===== config.mk =====
export PLATFORM = sky130hd
export DESIGN_NAME = bridge_gate_seq
export DESIGN_NICKNAME = d
export VERILOG_FILES = /design/src/rtl/gate_seq_pkg.sv /design/src/rtl/pwm_timebase.sv /design/src/rtl/seq_mode_fsm.sv /design/src/rtl/leg_dead_fsm.sv /design/src/rtl/bridge_gate_seq.sv
export SDC_FILE = /design/constraint.sdc
export NUM_CORES = 1
export LEC_CHECK = 0
export ABC_AREA = 1
export BUFFER_PORTS_ARGS = -buffer_cell sky130_fd_sc_hd__buf_2
export CAP_MARGIN = 0
export CORE_UTILIZATION = 57
export CTS_CLUSTER_SIZE = 10
export DETAILED_ROUTE_END_ITERATION = 8
export PLACE_DENSITY = 0.81
export SYNTH_ARGS = -nofsm -noshare
export SYNTH_HDL_FRONTEND = slang
export SYNTH_SLANG_ARGS = --single-unit

===== constraint.sdc =====
create_clock -name clk -period 3.05 [get_ports clk]
set_input_delay 0.1525 -clock clk [delete_from_list [all_inputs] [get_ports clk]]
set_output_delay 0.1525 -clock clk [all_outputs]
set_load 0.03 [all_outputs]

===== src/rtl/gate_seq_pkg.sv =====
package gate_seq_pkg;

    localparam int NUM_LEGS = 3;

    typedef enum logic [2:0] {
        SEQ_OFF,
        SEQ_BLANK,
        SEQ_RUN,
        SEQ_SHORT,
        SEQ_EBRAKE
    } seq_state_e;

    typedef enum logic [1:0] {
        LEG_IDLE,
        LEG_HIGH,
        LEG_LOW
    } leg_state_e;

endpackage


===== src/rtl/pwm_timebase.sv =====
module pwm_timebase #(
    parameter int PERIOD_W = 8
) (
    input  logic                clk,
    input  logic                rst_n,
    input  logic [PERIOD_W-1:0] period_cyc,
    input  logic [PERIOD_W-1:0] duty_cyc,
    input  logic [PERIOD_W-1:0] brake_duty_cyc,
    input  logic                overcurrent,
    output logic                drive_on,
    output logic                brake_on
);

    logic [PERIOD_W-1:0] cnt;
    logic                oc_trip;
    logic                wrap;

    // wrap also catches a count left above a shortened period
    assign wrap = (cnt >= period_cyc - 1'b1);

    always_ff @(posedge clk) begin
        if (!rst_n) begin
            cnt     <= '0;
            oc_trip <= 1'b0;
        end else begin
            cnt     <= wrap ? '0 : cnt + 1'b1;
            oc_trip <= wrap ? 1'b0 : (oc_trip | overcurrent);
        end
    end

    always_comb begin
        drive_on = (cnt < duty_cyc) && !oc_trip && !overcurrent;
        brake_on = (cnt < brake_duty_cyc);
    end

    // a trip keeps the pulse off until the period restarts
    p_oc_hold_r5: assert property (@(posedge clk) disable iff (!rst_n)
        ($past(overcurrent) && cnt != '0) |-> !drive_on);

endmodule


===== src/rtl/seq_mode_fsm.sv =====
module seq_mode_fsm
    import gate_seq_pkg::*;
#(
    parameter int DEAD_W = 4
) (
    input  logic              clk,
    input  logic              rst_n,
    input  logic              fault_any,
    input  logic              dir_fwd,
    input  logic              short_brake,
    input  logic              ebrake_n,
    input  logic [DEAD_W-1:0] dead_cyc,
    output seq_state_e        state
);

    localparam logic [DEAD_W-1:0] BLANK_MAX = '1;

    seq_state_e        state_nx;
    seq_state_e        mode_st;
    logic              dir_q;
    logic              dir_chg;
    logic [DEAD_W-1:0] blank_cnt;

    assign dir_chg = (dir_fwd != dir_q);

    always_comb begin
        if (short_brake)
            mode_st = SEQ_SHORT;
        else if (!ebrake_n)
            mode_st = SEQ_EBRAKE;
        else
            mode_st = SEQ_RUN;
    end

    always_comb begin
        state_nx = state;
        if (fault_any) begin
            state_nx = SEQ_OFF;
        end else if (dir_chg) begin
            state_nx = SEQ_BLANK;
        end else begin
            unique case (state)
                SEQ_BLANK:  state_nx = (blank_cnt >= dead_cyc) ? mode_st : SEQ_BLANK;
                SEQ_OFF,
                SEQ_RUN,
                SEQ_SHORT,
                SEQ_EBRAKE: state_nx = mode_st;
                default:    state_nx = SEQ_OFF;
            endcase
        end
    end

    always_ff @(posedge clk) begin
        if (!rst_n) begin
            state     <= SEQ_OFF;
            dir_q     <= dir_fwd;
            blank_cnt <= '0;
        end else begin
            state <= state_nx;
            dir_q <= dir_fwd;
            if (dir_chg)
                blank_cnt <= '0;
            else if (state == SEQ_BLANK && blank_cnt != BLANK_MAX)
                blank_cnt <= blank_cnt + 1'b1;
            else if (state != SEQ_BLANK)
                blank_cnt <= '0;
        end
    end

    // a fault overrides every other state one clock later
    p_fault_state_r10: assert property (@(posedge clk) disable iff (!rst_n)
        fault_any |=> state == SEQ_OFF);

    // a direction change without fault enters blanking
    p_dir_blank_r9: assert property (@(posedge clk) disable iff (!rst_n)
        (!fault_any && dir_fwd != $past(dir_fwd)) |=> state == SEQ_BLANK);

endmodule


===== src/rtl/leg_dead_fsm.sv =====
module leg_dead_fsm
    import gate_seq_pkg::*;
#(
    parameter int DEAD_W = 4
) (
    input  logic              clk,
    input  logic              rst_n,
    input  logic [DEAD_W-1:0] dead_cyc,
    input  logic              req_hi,
    input  logic              req_lo,
    output logic              gate_hi,
    output logic              gate_lo
);

    localparam logic [DEAD_W-1:0] IDLE_MAX = '1;

    leg_state_e        st;
    leg_state_e        st_nx;
    logic [DEAD_W-1:0] idle_cnt;
    logic              gap_ok;

    assign gap_ok = (idle_cnt >= dead_cyc);

    always_comb begin
        st_nx = st;
        unique case (st)
            LEG_IDLE: begin
                if (req_hi && gap_ok)
                    st_nx = LEG_HIGH;
                else if (req_lo && gap_ok)
                    st_nx = LEG_LOW;
            end
            LEG_HIGH: if (!req_hi) st_nx = LEG_IDLE;
            LEG_LOW:  if (!req_lo) st_nx = LEG_IDLE;
            default:  st_nx = LEG_IDLE;
        endcase
    end

    always_ff @(posedge clk) begin
        if (!rst_n) begin
            st       <= LEG_IDLE;
            idle_cnt <= '0;
        end else begin
            st <= st_nx;
            if (st != LEG_IDLE)
                idle_cnt <= '0;
            else if (idle_cnt != IDLE_MAX)
                idle_cnt <= idle_cnt + 1'b1;
        end
    end

    always_comb begin
        gate_hi = (st == LEG_HIGH);
        gate_lo = (st == LEG_LOW);
    end

    // never both gates of one leg
    p_leg_excl_r4: assert property (@(posedge clk) disable iff (!rst_n)
        !(gate_hi && gate_lo));

    // a turn-on is always preceded by an off clock of the partner
    p_hi_gap_r4: assert property (@(posedge clk) disable iff (!rst_n)
        $rose(gate_hi) |-> $past(!gate_lo));
    p_lo_gap_r4: assert property (@(posedge clk) disable iff (!rst_n)
        $rose(gate_lo) |-> $past(!gate_hi));

endmodule


===== src/rtl/bridge_gate_seq.sv =====
module bridge_gate_seq
    import gate_seq_pkg::*;
#(
    parameter int PERIOD_W = 8,
    parameter int DEAD_W   = 4
) (
    input  logic                clk,
    input  logic                rst_n,
    input  logic [PERIOD_W-1:0] period_cyc,
    input  logic [PERIOD_W-1:0] duty_cyc,
    input  logic [PERIOD_W-1:0] brake_duty_cyc,
    input  logic [DEAD_W-1:0]   dead_cyc,
    input  logic [2:0]          hi_sel,
    input  logic [2:0]          lo_sel,
    input  logic                dir_fwd,
    input  logic                overcurrent,
    input  logic                short_brake,
    input  logic                ebrake_n,
    input  logic                fault_uv,
    input  logic                fault_ot,
    input  logic                fault_stall,
    input  logic                hall_bad,
    output logic [2:0]          gate_hi,
    output logic [2:0]          gate_lo
);

    seq_state_e          state;
    logic                fault_any;
    logic                drive_on;
    logic                brake_on;
    logic                sel_ok;
    logic [NUM_LEGS-1:0] hi_req;
    logic [NUM_LEGS-1:0] lo_req;

    assign fault_any = fault_uv | fault_ot | fault_stall | hall_bad;
    assign sel_ok    = $onehot(hi_sel) && $onehot(lo_sel) && ((hi_sel & lo_sel) == 3'b000);

    pwm_timebase #(.PERIOD_W(PERIOD_W)) u_timebase (
        .clk            (clk),
        .rst_n          (rst_n),
        .period_cyc     (period_cyc),
        .duty_cyc       (duty_cyc),
        .brake_duty_cyc (brake_duty_cyc),
        .overcurrent    (overcurrent),
        .drive_on       (drive_on),
        .brake_on       (brake_on)
    );

    seq_mode_fsm #(.DEAD_W(DEAD_W)) u_mode (
        .clk         (clk),
        .rst_n       (rst_n),
        .fault_any   (fault_any),
        .dir_fwd     (dir_fwd),
        .short_brake (short_brake),
        .ebrake_n    (ebrake_n),
        .dead_cyc    (dead_cyc),
        .state       (state)
    );

    // request decode; faults cut requests without waiting for the state
    always_comb begin
        hi_req = '0;
        lo_req = '0;
        if (!fault_any) begin
            unique case (state)
                SEQ_RUN: begin
                    if (sel_ok) begin
                        for (int i = 0; i < NUM_LEGS; i++) begin
                            hi_req[i] = hi_sel[i] && drive_on;
                            lo_req[i] = lo_sel[i] || (hi_sel[i] && !drive_on);
                        end
                    end
                end
                SEQ_SHORT:  lo_req = '1;
                SEQ_EBRAKE: lo_req = {NUM_LEGS{brake_on}};
                SEQ_OFF,
                SEQ_BLANK:  ;
                default:    ;
            endcase
        end
    end

    generate
        for (genvar g = 0; g < NUM_LEGS; g++) begin : g_leg
            leg_dead_fsm #(.DEAD_W(DEAD_W)) u_leg (
                .clk      (clk),
                .rst_n    (rst_n),
                .dead_cyc (dead_cyc),
                .req_hi   (hi_req[g]),
                .req_lo   (lo_req[g]),
                .gate_hi  (gate_hi[g]),
                .gate_lo  (gate_lo[g])
            );
        end
    endgenerate

    // decode never asks for both gates of a leg
    p_req_excl_r4: assert property (@(posedge clk) disable iff (!rst_n)
        (hi_req & lo_req) == '0);

    // any fault clears all gates by the next clock
    p_fault_off_r8: assert property (@(posedge clk) disable iff (!rst_n)
        fault_any |=> (gate_hi == 3'b000 && gate_lo == 3'b000));

    // high sides stay off once shorted brake has settled
    p_short_hi_off_r6: assert property (@(posedge clk) disable iff (!rst_n)
        (state == SEQ_SHORT && $past(state) == SEQ_SHORT) |-> gate_hi == 3'b000);

    // high sides stay off in E-brake
    p_ebrake_hi_off_r7: assert property (@(posedge clk) disable iff (!rst_n)
        (state == SEQ_EBRAKE && $past(state) == SEQ_EBRAKE) |-> gate_hi == 3'b000);

    // blanking empties the whole bridge
    p_blank_off_r9: assert property (@(posedge clk) disable iff (!rst_n)
        (state == SEQ_BLANK && $past(state) == SEQ_BLANK)
            |-> (gate_hi == 3'b000 && gate_lo == 3'b000));

endmodule


==> reports/qor.yml, run 1 <==
worst_setup_path:
  r2r_slack_ps: 1010
  critical_path_class: "flip-flop to flip-flop"
  worstPathArrival_ps: 2270
  timing.rr.end: "g_leg[2].u_leg.st[1]"
  reg2reg_depth: 14
  end_kind: "flip-flop"
  rr_startpoint: "u_timebase.cnt[5]"
  worstPathMaxFanout: 6
  cp-start-kind: "flip-flop"
  crit_required_ps: 3280
floorplanning:
  chipWidth_um: 73.6
  pin_count: 50
  rows: 25
  die_y_um: 73.6
  die_area_um2: 5420
  initial_core_util: 0.607
  core_area_um2: 4820
drt:
  wire_per_inst_um: 10.9
  drt_iter0_drc: 57
  drc: 0
  vias: 2719
  drt_pass1_iterations: 4
  vias_per_cell: 5.05
  wl_um: 5870
  antenna_left: 0
yosys:
  yosys.area_share.xor_xnor: 0.0359
  ys_async_sr_fraction: 0
  synth_nets: 510
  synthAdderAreaFrac: 0.202
  synthMuxAreaShare: 0.00385
  synth_edf_count: 0
  synth_top_family_by_area: "simple AND/OR/NAND/NOR gates"
  synth_compound_gate_area_share: 0.104
  synth_cell_type_count: 36
  synth_area_um2: 2920
  ys.flop_type: "dfxtp_1"
  synthSimpleGateAreaFrac: 0.284
  ys.warnings.count: 0
  postSynthCellCount: 420
  ys_seq_elements: 35
  synth-seq-area-share: 0.240
  avgSynthCellArea_um2: 6.96
timing:
  rsz0062_at_grt: "false"
  finalSetupViolations: 0
  relSlewSlack: 0.538
  fin_crit_ps: 2040
  max_freq_ghz: 0.490
  fin_crit_sh: 0.669
  fin_worst_skew_ps: 5.03
  drv_slew: 0
  tightest_slew_ps: 688
  finalHoldViolCount: 0
  tns_ps: 0
  worst_hold_slack_ps: 46.5
power_and_ir_drop:
  p_leak_nw: 1.82
  cellPowerDensity_nw_per_um2: 308
  ir_drop_mv: 0.213
clock_tree:
  htreeDepth: 2
  postCtsSetupBuffers: 0
  clk_latency_ps: 290
  clk_pin_slew_ps: 70
  ctsRootBufferMaster: "clkbuf_8"
  cts_max_path_buffers: 2
  cts_tree: "yes"
  cts.sinks: 35
  cts_buffers: 5
final_layout:
  nFillCells: 414
  final_cell_mix: "inv_1, nand2_1, nor2_1, buf_2, ha_1"
  syn_to_final_growth_pct: 12.8
  nets: 560
  diodes: 0
  drive_gt1_frac: 0.176
  multi_input_area_um2: 1840
  final_common_cell: "inv_1"
  seq_area_um2: 701
placement:
  globalplace.congestion: 0.840
  dp_hpwl_um: 4920
  portBuffers: 49
min_path:
  hp-start: "ebrake_n"
  hold_class: "input port to flip-flop"
  whs_endpoint: "u_mode.state[2]"
  holdPathStages: 2
grt:
  grt_use_met2: 0.423
  grt_util_met3: 0.0466
  antenna_found_initial: 0
  first_global_vias: 2558
  grt_pass1_wl_um: 10500
  busiest_layer: "met2"
  grt_start_max_net_pins: 12
  overflow: 0
  grt.total_usage: 0.247
  gr-usage-met1: 0.313
flow_run:
  maxCapViolations: 0
run_status:
  status: "finished, final reports clean"
## worst max-delay path, stage by stage, from the launching register on
cell,delay (ps)
dfxtp_1,480
ha_1,310
a21oi_1,140
nor2_1,50
nor3_1,120
nand2_1,170
nand2_1,100
nand2_1,60
nand2_1,60
nand2_1,80
nand3_1,130
nand2_1,70
inv_1,70
nand2_2,50
a21oi_2,100
## registers in the layout, indices dropped and copies added (netlist names)
signal,count
u_timebase.cnt,8
u_mode.dir_q,1
u_mode.blank_cnt,4
g_leg.u_leg.st,6
g_leg.u_leg.idle_cnt,12
u_timebase.oc_trip,1
u_mode.state,3
## synthesized netlist by cell type (6+ instances only)
cell / number / area share
nor2_1: 51 / 0.065
nand2_2: 9 / 0.019
nand2_1: 66 / 0.085
inv_1: 83 / 0.11
nor3_1: 10 / 0.017
nand3_1: 29 / 0.050
xor2_1: 8 / 0.024
ha_1: 44 / 0.19
o21ai_0: 9 / 0.015
a21oi_1: 19 / 0.033
dfxtp_1: 35 / 0.24
nand4_1: 6 / 0.013
buf_4: 6 / 0.015
## logic make-up after synthesis
logic type,after synthesis
flops,35
xor+xnor,12
buf+inv,95
simple gates,182
compound gates,49
mux,1
fa+ha+maj,46
## power by group
part | switching (mW) | total (mW) | leakage (nW) | internal, mW
Combinational | 0.110 | 0.194 | 1.50 | 0.0839
Sequential | 0.0177 | 0.491 | 0.285 | 0.473
Clock | 0.171 | 0.330 | 0.0412 | 0.159
## through the flow
stage | util | worst slack (ps) | instances | area (µm²) | total power, mW
global route | 0.685 | 753 | 538 | 3300 | 1.08
global placement | 0.665 | 906 | 529 | 3200 | 0.684
detailed placement | 0.665 | 787 | 529 | 3200 | 0.695
finish | 0.685 | 1010 | 538 | 3300 | 1.02
floorplan | - | 1200 | 420 | 2920 | 0.625
CTS | 0.685 | 1020 | 538 | 3300 | 1.03
## area by class of cell
| class | count | share of cell area |
|---|---|---|
| Multi-Input combinational cell | 290 | 0.559 |
| Sequential cell | 35 | 0.212 |
| Inverter | 88 | 0.100 |
| Timing Repair Buffer | 50 | 0.0774 |
| Tap cell | 67 | 0.0254 |
| Clock buffer | 6 | 0.0220 |
| Clock inverter | 2 | 0.00379 |
## worst max path at each step
| stage | from | to | slack [ps] |
|---|---|---|---|
| final | u_timebase.cnt[5] | g_leg[2].u_leg.st[1] | 1010 |
| after global routing | u_timebase.cnt[5] | g_leg[0].u_leg.st[1] | 750 |
| after CTS | u_timebase.cnt[5] | g_leg[2].u_leg.st[1] | 1020 |
| after detailed placement | period_cyc[0] | u_timebase.cnt[3] | 790 |
| after global placement | period_cyc[0] | u_timebase.cnt[2] | 910 |
| after floorplan | period_cyc[0] | u_timebase.cnt[2] | 1200 |
## what timing repair did
action                    in CTS  in global routing
hold buffers                   1                  0
gates resized for setup        0                  0
hold endpoints to repair       1                  0
## layer usage
layer	vias to the layer above	wire length, µm
met5	-	0
met4	0	70
met3	8	219
met2	53	2760
met1	1210	2820
li1	1448	-
(Power assumes the default switching activity.)
==> run 2: changes to the inputs <==
--- a/config.mk
+++ b/config.mk
@@ -8,10 +8,10 @@
 export ABC_AREA = 1
 export BUFFER_PORTS_ARGS = -buffer_cell sky130_fd_sc_hd__buf_2
 export CAP_MARGIN = 0
-export CORE_UTILIZATION = 57
+export CORE_UTILIZATION = 52
 export CTS_CLUSTER_SIZE = 10
 export DETAILED_ROUTE_END_ITERATION = 8
-export PLACE_DENSITY = 0.81
+export PLACE_DENSITY = 0.78
 export SYNTH_ARGS = -nofsm -noshare
 export SYNTH_HDL_FRONTEND = slang
 export SYNTH_SLANG_ARGS = --single-unit
==> constraint.sdc (replaced) <==
create_clock -name clk -period 1.81 [get_ports clk]
set_input_delay 0.0905 -clock clk [delete_from_list [all_inputs] [get_ports clk]]
set_output_delay 0.0905 -clock clk [all_outputs]
set_load 0.03 [all_outputs]
==> run 2 against run 1 <==
  * The flow now finishes with violations (setup timing)
  * Hold slack improved by 50 ps
  * Fmax rose by 11%
  * Clock skew rose by 3.3 ps
  * Critical path type unchanged
  * Largest cell class unchanged
  * Highest routed layer unchanged
==> reports/qor.yml, run 2 (synthesized netlist as in run 1, its figures left out) <==
run_status:
  status: "finished, violations left"
  violations: "setup timing"
drt:
  drc: 0
  wl_um: 7750
  drt-met1-wl_um: 3290
  drt_iter0_drc: 163
  vias: 2953
  vias_per_cell: 5.13
  drt_pass1_iterations: 5
  routed-wl-met3_um: 295
  antenna_left: 0
  wire_per_inst_um: 13.5
  dr.max_layer_used: "met4"
  wl_met2_um: 3950
power_and_ir_drop:
  p_leak_nw: 2.03
  ir_drop_mv: 0.288
  p_total_mw: 1.91
  cellPowerDensity_nw_per_um2: 492
clock_tree:
  cts_tree: "yes"
  cts_max_path_buffers: 2
  clk_pin_slew_ps: 70
  clk_latency_ps: 290
  ctsRootBufferMaster: "clkbuf_8"
  htreeDepth: 2
  cts.sinks: 35
  cts_buffers: 5
worst_setup_path:
  crit_required_ps: 2000
  end_kind: "flip-flop"
  critical_path_class: "flip-flop to flip-flop"
  cp-start-kind: "flip-flop"
  worstPathMaxFanout: 5
  worstPathArrival_ps: 2030
final_layout:
  regMostFlops: "g_leg.u_leg.idle_cnt"
  largest_reg_flops: 12
  syn_to_final_growth_pct: 32.8
  finalInstanceArea_um2: 3880
  largestRegisters: "g_leg.u_leg.idle_cnt (12), u_timebase.cnt (8), g_leg.u_leg.st (6)"
  nets: 595
  diodes: 0
  drive_gt1_frac: 0.336
  final_common_cell: "inv_1"
  final_cell_mix: "inv_1, nand2_1, nor2_1, buf_2, ha_1"
  nFillCells: 396
flow_run:
  maxCapViolations: 0
min_path:
  hold_class: "input port to flip-flop"
timing:
  rsz0062_at_grt: "true"
  tightest_slew_ps: 399
  fin_crit_ps: 1840
  tns_ps: -58.1
  finalHoldViolCount: 0
  fin_crit_sh: 1.02
  max_freq_ghz: 0.543
  fin_worst_skew_ps: 8.36
  finalSetupViolations: 3
  setup_ws_ps: -32.2
  drv_slew: 0
  relSlewSlack: 0.732
placement:
  dp_hpwl_um: 5250
  globalplace.congestion: 0.798
  place_area_um2: 3440
  portBuffers: 49
grt:
  antenna_found_initial: 0
  grt.total_usage: 0.234
  grt_start_max_net_pins: 11
  first_global_vias: 2770
  grt_pass1_wl_um: 11200
  overflow: 0
floorplanning:
  die_area_um2: 5930
  pin_count: 50
  die_y_um: 77.0
  initial_core_util: 0.555
  core_area_um2: 5270
  chipWidth_um: 77.0
  rows: 26
run 2: changes by cell type in the layout (fill, tap and decap cells not counted), moves of 4 or more:
| cell | previous run | this run |
|---|---|---|
| a21oi_1 | 19 | 13 |
| nand3_2 | 3 | 7 |
| dfxtp_1 | 35 | 27 |
| nand3_1 | 29 | 24 |
| nor3_2 | 0 | 4 |
| nand2_2 | 9 | 20 |
| nand2_1 | 66 | 54 |
| dfxtp_2 | 0 | 5 |
| buf_6 | 0 | 4 |
| nor3_1 | 10 | 6 |
| a21oi_2 | 3 | 9 |
| ha_1 | 44 | 35 |
| ha_4 | 0 | 9 |
| buf_4 | 0 | 29 |
run 2: layout make-up:
type	count	area (µm²)	share of cell area
timing repair buffer	85	538	0.139
multi-input combinational	290	2110	0.543
inverter	88	330	0.0851
tap	70	87.6	0.0226
sequential	35	718	0.185
clock buffer	8	100	0.0258
run 2: through the flow:
step                      std cells  setup WS [ps]  hold slack, ps  utilization
after floorplan                 420           17.4             118            -
after global placement          563           -119             217        0.653
after detailed placement        563           -216             222        0.653
after CTS                       574          -8.00            64.1        0.682
after global routing            576           -102            99.2        0.737
final                           576          -32.2            96.5        0.737
run 2: worst paths after layout:
| check | to | start | slack (ps) | cells past startpoint |
|---|---|---|---|---|
| setup / recovery | g_leg[1].u_leg.st[0] | u_timebase.cnt[6] | -30 | 12 |
| hold / removal | u_timebase.oc_trip | overcurrent | 100 | 3 |
| setup reg to reg | g_leg[1].u_leg.st[0] | u_timebase.cnt[6] | -30 | 12 |
| hold reg to reg | g_leg[2].u_leg.st[1] | g_leg[2].u_leg.st[1] | 500 | 2 |
run 2: worst max-delay path: stages (launching register included):
cell	delay, ps
dfxtp_4	370
ha_1	200
a21o_1	200
nor3_2	210
nand2_2	140
nand2_1	100
nand2_1	90
nand2_2	90
nand2_4	60
nand3_2	70
nand2_2	60
o2111ai_1	80
inv_1	60
run 2: power by group:
part | internal [mW] | total, mW | leakage [nW] | switching (mW)
registers | 0.795 | 0.826 | 0.290 | 0.0305
logic | 0.209 | 0.451 | 1.69 | 0.242
clock network | 0.347 | 0.636 | 0.0515 | 0.289
total | 1.35 | 1.91 | 2.03 | 0.561
run 2: what timing repair did:
item,4_1_cts,5_1_grt
resized for setup,11,60
pin swaps,1,16
endpoints found under the hold margin,2,0
endpoints found under the setup margin,15,15
cloned,0,1
hold buffers,3,0
setup buffers,0,1
run 2: per-layer routing:
layer / global-route usage / up-vias
met4: 0.0925 / 0
met3: 0.0464 / 19
met5: 0 / -
met1: 0.268 / 1347
li1: - / 1514
met2: 0.421 / 73
